--- src/rtl/slotmap_pkg.sv ---
package slotmap_pkg;
  localparam logic [2:0] OP_LOOKUP = 3'd0;
  localparam logic [2:0] OP_WRITE  = 3'd1;
  localparam logic [2:0] OP_CLEAR  = 3'd2;
  localparam logic [2:0] OP_NEXT   = 3'd3;
  localparam logic [2:0] OP_READ   = 3'd4;
  localparam logic [2:0] OP_ALLOC  = 3'd5;

  localparam logic [7:0] ST_OK      = 8'h00;
  localparam logic [7:0] ST_NOSPACE = 8'h01;
  localparam logic [7:0] ST_FAIL    = 8'h03;
  localparam logic [7:0] ST_EMPTY   = 8'h04;
  localparam logic [7:0] ST_MISSING = 8'h05;

  typedef enum logic [2:0] {
    S_IDLE,
    S_LOOK,
    S_FREE,
    S_WALK,
    S_DONE
  } sm_state_e;
endpackage

--- src/rtl/slotmap_store.sv ---
module slotmap_store #(
  parameter int NUM_SLOTS  = 16,
  parameter int FIRST_SLOT = 1,
  parameter int ID_W       = 64,
  parameter int IDX_W      = 5
) (
  input  logic             clk,
  input  logic             rst_n,
  input  logic [IDX_W-1:0] rd_idx,
  output logic [ID_W-1:0]  rd_id,
  input  logic             wr_en,
  input  logic [IDX_W-1:0] wr_idx,
  input  logic [ID_W-1:0]  wr_id,
  input  logic             cnt_inc,
  input  logic             cnt_dec,
  output logic [IDX_W-1:0] count
);
  localparam logic [IDX_W-1:0] USABLE    = IDX_W'(NUM_SLOTS - FIRST_SLOT);
  localparam logic [IDX_W-1:0] FIRST_IDX = IDX_W'(FIRST_SLOT);
  localparam logic [IDX_W-1:0] ONE_IDX   = IDX_W'(1);

  logic [ID_W-1:0] map_q [NUM_SLOTS];

  // one register per slot; an index past the table matches no slot and is dropped
  for (genvar s = 0; s < NUM_SLOTS; s++) begin : g_slot
    always_ff @(posedge clk or negedge rst_n) begin
      if (!rst_n) begin
        map_q[s] <= '0;
      end else if (wr_en && (wr_idx == IDX_W'(s))) begin
        map_q[s] <= wr_id;
      end
    end
  end

  always_comb begin
    rd_id = '0;
    for (int s = 0; s < NUM_SLOTS; s++) begin
      if (rd_idx == IDX_W'(s)) rd_id = map_q[s];
    end
  end

  always_ff @(posedge clk or negedge rst_n) begin
    if (!rst_n) begin
      count <= '0;
    end else if (cnt_inc && !cnt_dec) begin
      count <= count + ONE_IDX;
    end else if (cnt_dec && !cnt_inc) begin
      count <= count - ONE_IDX;
    end
  end

  assert_count_bounded_R4: assert property (@(posedge clk) disable iff (!rst_n)
    count <= USABLE);
  assert_no_overflow_R4: assert property (@(posedge clk) disable iff (!rst_n)
    cnt_inc |-> count < USABLE);
  assert_no_underflow_R6: assert property (@(posedge clk) disable iff (!rst_n)
    cnt_dec |-> count != '0);
  assert_write_in_usable_R4: assert property (@(posedge clk) disable iff (!rst_n)
    wr_en |-> wr_idx >= FIRST_IDX);
endmodule

--- src/rtl/slotmap_cursor.sv ---
module slotmap_cursor #(
  parameter int NUM_SLOTS  = 16,
  parameter int FIRST_SLOT = 1,
  parameter int IDX_W      = 5
) (
  input  logic             clk,
  input  logic             rst_n,
  input  logic             cur_home,
  input  logic             cur_ld,
  input  logic [IDX_W-1:0] cur_val,
  output logic [IDX_W-1:0] cursor
);
  localparam logic [IDX_W-1:0] FIRST_IDX = IDX_W'(FIRST_SLOT);
  localparam logic [IDX_W-1:0] LAST_IDX  = IDX_W'(NUM_SLOTS);

  always_ff @(posedge clk or negedge rst_n) begin
    if (!rst_n) begin
      cursor <= FIRST_IDX;
    end else if (cur_home) begin
      cursor <= FIRST_IDX;
    end else if (cur_ld) begin
      cursor <= cur_val;
    end
  end

  assert_cursor_range_R7: assert property (@(posedge clk) disable iff (!rst_n)
    (cursor >= FIRST_IDX) && (cursor <= LAST_IDX));
  assert_cursor_single_move_R7: assert property (@(posedge clk) disable iff (!rst_n)
    !(cur_home && cur_ld));
endmodule

--- src/rtl/slotmap_engine.sv ---
module slotmap_engine
  import slotmap_pkg::*;
#(
  parameter int NUM_SLOTS  = 16,
  parameter int FIRST_SLOT = 1,
  parameter int ID_W       = 64,
  parameter int IDX_W      = 5
) (
  input  logic             clk,
  input  logic             rst_n,
  input  logic             cmd_valid,
  output logic             cmd_ready,
  input  logic [2:0]       cmd_op,
  input  logic [ID_W-1:0]  cmd_id,
  output logic             res_valid,
  input  logic             res_ready,
  output logic [7:0]       res_status,
  output logic [IDX_W-1:0] res_index,
  output logic [ID_W-1:0]  res_id,
  output logic             busy,
  output logic [IDX_W-1:0] rd_idx,
  input  logic [ID_W-1:0]  rd_id,
  input  logic [IDX_W-1:0] count,
  output logic             wr_en,
  output logic [IDX_W-1:0] wr_idx,
  output logic [ID_W-1:0]  wr_id,
  output logic             cnt_inc,
  output logic             cnt_dec,
  input  logic [IDX_W-1:0] cursor,
  output logic             cur_home,
  output logic             cur_ld,
  output logic [IDX_W-1:0] cur_val
);
  localparam logic [IDX_W-1:0] FIRST_IDX = IDX_W'(FIRST_SLOT);
  localparam logic [IDX_W-1:0] LAST_IDX  = IDX_W'(NUM_SLOTS);
  localparam logic [IDX_W-1:0] ONE_IDX   = IDX_W'(1);
  localparam logic [ID_W-1:0]  ID_ZERO   = '0;
  localparam logic [ID_W-1:0]  ID_ONES   = '1;

  sm_state_e        st_q, st_d;
  logic [2:0]       op_q, op_d;
  logic [ID_W-1:0]  id_q, id_d;
  logic [IDX_W-1:0] idx_q, idx_d;
  logic [IDX_W-1:0] seen_q, seen_d;
  logic             rew_q, rew_d;
  logic [7:0]       rst_q, rst_d;
  logic [IDX_W-1:0] rix_q, rix_d;
  logic [ID_W-1:0]  rid_q, rid_d;

  logic at_end, used, bad_id;

  assign at_end = (idx_q >= LAST_IDX);
  assign used   = (rd_id != ID_ZERO);
  assign bad_id = (cmd_id == ID_ZERO) || (cmd_id == ID_ONES);
  assign rd_idx = idx_q;

  always_comb begin
    st_d    = st_q;
    op_d    = op_q;
    id_d    = id_q;
    idx_d   = idx_q;
    seen_d  = seen_q;
    rew_d   = rew_q;
    rst_d   = rst_q;
    rix_d   = rix_q;
    rid_d   = rid_q;
    wr_en   = 1'b0;
    wr_idx  = idx_q;
    wr_id   = id_q;
    cnt_inc = 1'b0;
    cnt_dec = 1'b0;
    cur_home = 1'b0;
    cur_ld  = 1'b0;
    cur_val = idx_q + ONE_IDX;

    case (st_q)
      S_IDLE: begin
        if (cmd_valid) begin
          op_d   = cmd_op;
          id_d   = cmd_id;
          rid_d  = cmd_id;
          rix_d  = '0;
          rst_d  = ST_OK;
          idx_d  = FIRST_IDX;
          seen_d = '0;
          rew_d  = 1'b0;
          case (cmd_op)
            OP_LOOKUP: st_d = (cmd_id == ID_ZERO) ? S_DONE : S_LOOK;
            OP_WRITE, OP_CLEAR: begin
              if (bad_id) begin
                rst_d = ST_FAIL;
                st_d  = S_DONE;
              end else begin
                st_d = S_LOOK;
              end
            end
            OP_NEXT: begin
              if (count == '0) begin
                rid_d    = ID_ONES;
                cur_home = 1'b1;
                st_d     = S_DONE;
              end else begin
                idx_d = cursor;
                st_d  = S_WALK;
              end
            end
            OP_READ: begin
              if (count == '0) begin
                rst_d = ST_EMPTY;
                st_d  = S_DONE;
              end else if (cmd_id == ID_ZERO) begin
                st_d = S_WALK;
              end else if (cmd_id == ID_ONES) begin
                rst_d = ST_FAIL;
                st_d  = S_DONE;
              end else begin
                st_d = S_LOOK;
              end
            end
            OP_ALLOC: st_d = S_FREE;
            default: begin
              rst_d = ST_FAIL;
              st_d  = S_DONE;
            end
          endcase
        end
      end

      S_LOOK: begin
        if (at_end || (seen_q == count)) begin
          case (op_q)
            OP_WRITE: begin
              idx_d = FIRST_IDX;
              st_d  = S_FREE;
            end
            OP_CLEAR: begin
              rst_d = ST_MISSING;
              st_d  = S_DONE;
            end
            OP_READ: begin
              idx_d = FIRST_IDX;
              rew_d = 1'b1;
              st_d  = S_WALK;
            end
            default: st_d = S_DONE;
          endcase
        end else if (rd_id == id_q) begin
          rix_d = idx_q;
          st_d  = S_DONE;
          if (op_q == OP_WRITE) begin
            wr_en = 1'b1;
          end else if (op_q == OP_CLEAR) begin
            wr_en   = 1'b1;
            wr_id   = ID_ZERO;
            cnt_dec = 1'b1;
          end
        end else begin
          if (used) seen_d = seen_q + ONE_IDX;
          idx_d = idx_q + ONE_IDX;
        end
      end

      S_FREE: begin
        if (at_end) begin
          if (op_q == OP_WRITE) rst_d = ST_NOSPACE;
          st_d = S_DONE;
        end else if (!used) begin
          rix_d = idx_q;
          st_d  = S_DONE;
          if (op_q == OP_WRITE) begin
            wr_en   = 1'b1;
            cnt_inc = 1'b1;
          end
        end else begin
          idx_d = idx_q + ONE_IDX;
        end
      end

      S_WALK: begin
        if (at_end) begin
          cur_home = 1'b1;
          rid_d    = ID_ONES;
          if (op_q == OP_READ) rst_d = rew_q ? ST_MISSING : ST_FAIL;
          st_d = S_DONE;
        end else if (used) begin
          cur_ld = 1'b1;
          rid_d  = rd_id;
          if (op_q == OP_READ) begin
            if (rew_q) rst_d = ST_MISSING;
            else rix_d = idx_q;
          end
          st_d = S_DONE;
        end else begin
          idx_d = idx_q + ONE_IDX;
        end
      end

      S_DONE: begin
        if (res_ready) st_d = S_IDLE;
      end

      default: st_d = S_IDLE;
    endcase
  end

  always_ff @(posedge clk or negedge rst_n) begin
    if (!rst_n) begin
      st_q   <= S_IDLE;
      op_q   <= '0;
      id_q   <= '0;
      idx_q  <= FIRST_IDX;
      seen_q <= '0;
      rew_q  <= 1'b0;
      rst_q  <= ST_OK;
      rix_q  <= '0;
      rid_q  <= '0;
    end else begin
      st_q   <= st_d;
      op_q   <= op_d;
      id_q   <= id_d;
      idx_q  <= idx_d;
      seen_q <= seen_d;
      rew_q  <= rew_d;
      rst_q  <= rst_d;
      rix_q  <= rix_d;
      rid_q  <= rid_d;
    end
  end

  assign cmd_ready  = (st_q == S_IDLE);
  assign res_valid  = (st_q == S_DONE);
  assign busy       = (st_q == S_LOOK) || (st_q == S_FREE) || (st_q == S_WALK);
  assign res_status = rst_q;
  assign res_index  = rix_q;
  assign res_id     = rid_q;

  assert_result_held_R9: assert property (@(posedge clk) disable iff (!rst_n)
    (res_valid && !res_ready) |=> (res_valid && $stable(res_status)
                                   && $stable(res_index) && $stable(res_id)));
  assert_busy_exclusive_R9: assert property (@(posedge clk) disable iff (!rst_n)
    busy |-> (!cmd_ready && !res_valid));
  assert_scan_in_table_R2: assert property (@(posedge clk) disable iff (!rst_n)
    busy |-> (idx_q >= FIRST_IDX) && (idx_q <= LAST_IDX));
  assert_hit_index_usable_R2: assert property (@(posedge clk) disable iff (!rst_n)
    (res_valid && res_index != '0) |-> (res_index >= FIRST_IDX) && (res_index < LAST_IDX));
endmodule

--- src/rtl/slot_map_mgr.sv ---
module slot_map_mgr #(
  parameter int NUM_SLOTS  = 16,
  parameter int FIRST_SLOT = 1,
  parameter int ID_W       = 64,
  localparam int IDX_W     = $clog2(NUM_SLOTS + 1)
) (
  input  logic             clk,
  input  logic             rst_n,
  input  logic             cmd_valid,
  output logic             cmd_ready,
  input  logic [2:0]       cmd_op,
  input  logic [ID_W-1:0]  cmd_id,
  output logic             res_valid,
  input  logic             res_ready,
  output logic [7:0]       res_status,
  output logic [IDX_W-1:0] res_index,
  output logic [ID_W-1:0]  res_id,
  output logic [IDX_W-1:0] rec_count,
  output logic             busy
);
  logic [IDX_W-1:0] rd_idx, wr_idx, cursor, cur_val;
  logic [ID_W-1:0]  rd_id, wr_id;
  logic             wr_en, cnt_inc, cnt_dec, cur_home, cur_ld;

  slotmap_store #(
    .NUM_SLOTS(NUM_SLOTS), .FIRST_SLOT(FIRST_SLOT), .ID_W(ID_W), .IDX_W(IDX_W)
  ) u_store (
    .clk(clk), .rst_n(rst_n), .rd_idx(rd_idx), .rd_id(rd_id),
    .wr_en(wr_en), .wr_idx(wr_idx), .wr_id(wr_id),
    .cnt_inc(cnt_inc), .cnt_dec(cnt_dec), .count(rec_count)
  );

  slotmap_cursor #(
    .NUM_SLOTS(NUM_SLOTS), .FIRST_SLOT(FIRST_SLOT), .IDX_W(IDX_W)
  ) u_cursor (
    .clk(clk), .rst_n(rst_n), .cur_home(cur_home), .cur_ld(cur_ld),
    .cur_val(cur_val), .cursor(cursor)
  );

  slotmap_engine #(
    .NUM_SLOTS(NUM_SLOTS), .FIRST_SLOT(FIRST_SLOT), .ID_W(ID_W), .IDX_W(IDX_W)
  ) u_engine (
    .clk(clk), .rst_n(rst_n),
    .cmd_valid(cmd_valid), .cmd_ready(cmd_ready), .cmd_op(cmd_op), .cmd_id(cmd_id),
    .res_valid(res_valid), .res_ready(res_ready), .res_status(res_status),
    .res_index(res_index), .res_id(res_id), .busy(busy),
    .rd_idx(rd_idx), .rd_id(rd_id), .count(rec_count),
    .wr_en(wr_en), .wr_idx(wr_idx), .wr_id(wr_id),
    .cnt_inc(cnt_inc), .cnt_dec(cnt_dec),
    .cursor(cursor), .cur_home(cur_home), .cur_ld(cur_ld), .cur_val(cur_val)
  );
endmodule

--- config.mk ---
export PLATFORM = sky130hd
export DESIGN_NAME = slot_map_mgr
export DESIGN_NICKNAME = d
export VERILOG_FILES = /design/src/rtl/slotmap_pkg.sv /design/src/rtl/slotmap_store.sv /design/src/rtl/slotmap_cursor.sv /design/src/rtl/slotmap_engine.sv /design/src/rtl/slot_map_mgr.sv
export SDC_FILE = /design/constraint.sdc
export NUM_CORES = 2
export LEC_CHECK = 0
export BUFFER_PORTS_ARGS = -buffer_cell sky130_fd_sc_hd__buf_2
export CAP_MARGIN = 30
export CORE_UTILIZATION = 50
export CTS_CLUSTER_DIAMETER = 60
export CTS_CLUSTER_SIZE = 25
export DETAILED_ROUTE_END_ITERATION = 8
export PLACE_DENSITY = 0.7
export SLEW_MARGIN = 5
export SYNTH_ARGS = -nofsm -noshare
export SYNTH_HDL_FRONTEND = slang
export SYNTH_SLANG_ARGS = --single-unit
--- constraint.sdc ---
create_clock -name clk -period 6.5 [get_ports clk]
set_input_delay 0.65 -clock clk [delete_from_list [all_inputs] [get_ports clk]]
set_output_delay 0.65 -clock clk [all_outputs]
set_load 0.03 [all_outputs]
==> results by group <==
Worst setup path
  • CP Launch Type: flip-flop
  • Crit. Startpoint: u_engine.rd_idx[0]$_DFFE_PN1P_
  • R2R Path End: u_store.count[4]$_DFFE_PN0P_
  • R2r worst-path depth: 24
  • Worst endpoint data arrival time: 7.01 ns
  • Worst Path Max Fanout: 37
  • Crit Path Class: flip-flop to flip-flop
  • Required @ worst endpoint: 7.14 ns
  • FF-to-FF Start: u_engine.rd_idx[0]$_DFFE_PN1P_
  • Setup crit end: u_store.count[4]$_DFFE_PN0P_
  • Worst setup EP type: flip-flop
  • FF-to-FF setup slack: 0.13 ns

Yosys
  • Syn Area/Cell: 11.01 sq um
  • Ranking of synthesized cells by area: dfrtp_1 (49%), mux2_2 (19%), a21oi_1 (3.6%)
  • Netlist cell types: 96
  • Post-synth EDFFs: 0
  • Cell count after synthesis: 5479
  • Top_reg_cell synth: dfrtp_1
  • Synth warn: 0
  • Cell Area, Synth: 0.06034 sq mm
  • Post-synth top area share: 49.14%
  • Fraction of registers with async set/reset: 100.0%
  • Area leader, netlist: dfrtp_1
  • Number of synthesized register bits: 1187
  • Sequential fraction of the synthesis area: 49.23%

STA
  • Relative slew slack: 23.21%
  • Post-route setup TNS: 0 ns
  • Pins Over Slew Limit: 0
  • Period minus WS final: 6.371 ns
  • Worst slew pin tran: 1.152 ns
  • Count of final hold-check violations: 0
  • Max frequency: 0.1570 GHz
  • Worst Clk Skew: 0.06245 ns
  • # setup viols final: 0
  • Unrepaired setup endpoints after global routing: no
  • Final Cycle Share: 98.02%

CTS
  • Total CTS buffers: 98
  • Clk pin slew, worst setup/hold paths: 0.07 ns
  • Worst-case clock buffer depth: 3
  • Clock Sinks: 1187
  • Clock Tree Root: clkbuf_16
  • CTS tree: done
  • Htree depth: 3
  • Clk_lat worst skew: 0.79 ns

Global routing
  • Grt met2 use: 59.01%
  • Global route total overflow: 0
  • Vias in the first global route: 51227
  • Grt met3 use: 12.68%
  • Gr busiest metal: met2
  • First-pass GRT wire length: 364600 um
  • Total GRT Usage: 41.32%
  • Largest net degree at the start of global routing: 183
  • Met1 GRT Util: 53.37%
  • Initial antenna violation count: 17

Routing
  • Initial DRC Count: 7824
  • Final wirelength: 255200 um
  • Wire per inst: 33.40 um
  • Drt pass-1 iters: 6
  • Via-to-Cell Ratio: 6.857
  • Post-route ant nets: 0
  • Via count: 52391
  • DRC errors left: 0

Power
  • Pwr per Cell Area: 340.6 mW/mm^2
  • Peak supply drop: 0.2525 mV
  • Cell leakage power: 34.43 nW

Die
  • Number of I/O pins: 156
  • Initial Util: 50.36%
  • Die W: 349.4 um
  • Die area: 0.1221 sq mm
  • FP Rows: 127
  • Die Ht: 349.4 um
  • Core Area: 0.1198 sq mm

Layout
  • Final core occ: 60.43%
  • Area Growth Syn to Fin: 19.99%
  • Share of cells above drive strength 1: 36.12%
  • Layout Nets: 6019
  • Fill cells: 9761

Place
  • Gpl congestion: 1.041
  • Post-DP HPWL: 179500 um
  • Number of port buffers: 150

Min path
  • Hold crit path type: input pin to flip-flop

Run
  • Max-Cap Viols: 0

Status
  • Outcome: completed
==> power breakdown <==
| part | total (mW) | switching (mW) | leakage [nW] | internal (mW) |
|---|---|---|---|---|
| logic | 9.13 | 5.99 | 16.4 | 3.14 |
| registers | 8.74 | 0.760 | 16.3 | 7.98 |
| clock network | 6.78 | 3.43 | 1.77 | 3.36 |
| total | 24.7 | 10.2 | 34.4 | 14.5 |
==> synth_stat cells, types with 19 or more instances <==
library cell  number
o2bb2ai_1         61
nor3b_1           24
inv_1            113
o21a_1            19
o21ai_0          336
xor2_1            27
nor2b_1          114
nand2_1          322
a21oi_1          432
xnor2_1           24
nor2_1           226
or3_1             21
mux2_2          1017
a21o_1            34
a211oi_1          54
a2111oi_0         27
nand2b_1          34
o221ai_1          38
dfrtp_1         1185
mux2i_1           34
nor4_1            45
mux2_1            61
o211ai_1          28
nand3b_1          29
o32ai_1           37
nand3_1           37
buf_2            182
nor3_1            45
buf_1             39
and3_1            35
nand4_1           43
o22ai_1           72
a221oi_1          48
clkbuf_1         248
a22oi_1           24
==> through the flow <==
stage | area (sq um) | setup WS (ns) | cells | total power, mW | hold slack (ns)
floorplan | 60400 | 0.001902 | 5483 | 12.95 | 0.3544
global placement | 68390 | -0.2685 | 7439 | 17.43 | 0.4588
detailed placement | 68420 | -0.2141 | 7440 | 17.49 | 0.4671
CTS | 72120 | 0.01447 | 7626 | 24.20 | 0.09271
global route | 72390 | 0.03927 | 7634 | 25.26 | 0.1347
finish | 72410 | 0.1286 | 7641 | 24.66 | 0.1138
==> per-layer routing <==
metal / vias up / share of wire (%) / wire (um)
met4: 12 / 8.2 / 21000
met3: 1106 / 13 / 32850
li1: 21026 / - / -
met2: 3879 / 42 / 107600
met1: 26368 / 37 / 93640
met5: - / 0.031 / 78
==> registers in the layout, summed over array words and instances, names as in the netlist <==
signal               cells
u_cursor.cursor          5
u_engine.id_q           64
u_engine.op_q            3
u_engine.rd_idx          5
u_engine.res_id         64
u_engine.res_index       5
u_engine.res_status      3
u_engine.rew_q           1
u_engine.seen_q          5
u_engine.st_q            3
u_store.count            5
u_store.map_q         1024
==> worst min path at each step <==
| stage | startpoint | to | slack, ns | cells after the start |
|---|---|---|---|---|
| after floorplan | rst_n | u_cursor.cursor[1]$_DFFE_PN0P_ | 0.35 | 0 |
| after global placement | u_store.map_q[1009]$_DFFE_PN0P_ | u_store.map_q[1009]$_DFFE_PN0P_ | 0.46 | 1 |
| after detailed placement | u_store.map_q[970]$_DFFE_PN0P_ | u_store.map_q[970]$_DFFE_PN0P_ | 0.47 | 1 |
| after CTS | res_ready | u_engine.st_q[2]$_DFFE_PN0P_ | 0.09 | 2 |
| after global routing | cmd_id[53] | u_engine.id_q[53]$_DFFE_PN0P_ | 0.13 | 3 |
| final | res_ready | u_engine.st_q[2]$_DFFE_PN0P_ | 0.11 | 2 |
==> logic make-up (layout without fill, tap and decap cells) <==
family | Yosys count | after routing | synth area share [%]
compound gates | 1439 | 1439 | 15.59
other cells | 1 | 12 | 0.006214
simple gates | 1072 | 1072 | 9.159
mux | 1112 | 1112 | 20.68
flops | 1187 | 1187 | 49.23
buf+inv | 606 | 1145 | 4.358
xor+xnor | 51 | 51 | 0.7402
fa+ha+maj | 11 | 11 | 0.2405
==> worst max-delay path, cell delays in order, from the launching register on <==
cell and delay [ns]:
dfstp_2 0.38, inv_1 0.17, ha_4 0.19, buf_12 0.27
buf_12 0.24, and4b_1 0.58, buf_4 0.38, a22oi_1 0.13
nand3_1 0.13, a211oi_1 0.06, a21oi_1 0.61, xor2_1 0.26
nor4_1 0.23, nand4_1 0.23, or4_4 0.65, nor4b_4 0.35
inv_2 0.12, ha_2 0.23, inv_1 0.08, ha_1 0.24
a21o_1 0.18, a21oi_1 0.16, xnor2_1 0.14, nor2_1 0.07
xor2_1 0.13
==> cell type report <==
type	count	area, sq um	share of cell area (%)
flip-flops and latches	1187	29710	41.04
multi-input cells	3690	28600	39.50
repair buffers	845	7958	10.99
clock buffers	108	2592	3.581
well taps	1612	2017	2.786
clock inverters	77	1075	1.484
inverters	115	434.2	0.5996
diodes	7	17.52	0.02419
==> cell usage in the layout (no fill, tap or decap), drive strengths merged, types with 15 or more instances in the layout <==
master,instances
nand2b,34
clkinv,32
a211oi,55
nor2b,114
a22oi,24
o21a,19
nand4,44
o32ai,37
o21ai,341
a21o,34
nor4,46
buf,844
nor3,46
dfrtp,1185
o22ai,72
xor2,27
o2bb2ai,61
or3,21
inv,150
nand3b,29
a32oi,17
mux2i,34
xnor2,24
a31oi,17
o221ai,38
nand3,37
and2,15
nand2,323
clkbuf,108
and3,35
a221oi,48
a21oi,444
a2111oi,32
nor3b,25
nor2,226
o211ai,29
mux2,1078
a2bb2oi,17
==> what timing repair did <==
| action | in CTS | in global routing |
|---|---|---|
| pin swaps | 0 | 9 |
| hold buffers | 1 | 0 |
| setup endpoints to repair | 121 | 134 |
| buffers inserted | 0 | 7 |
| endpoints found under the hold margin | 117 | 0 |
| gates resized for setup | 6 | 44 |
Note: power is estimated with default switching activity, not from simulation.
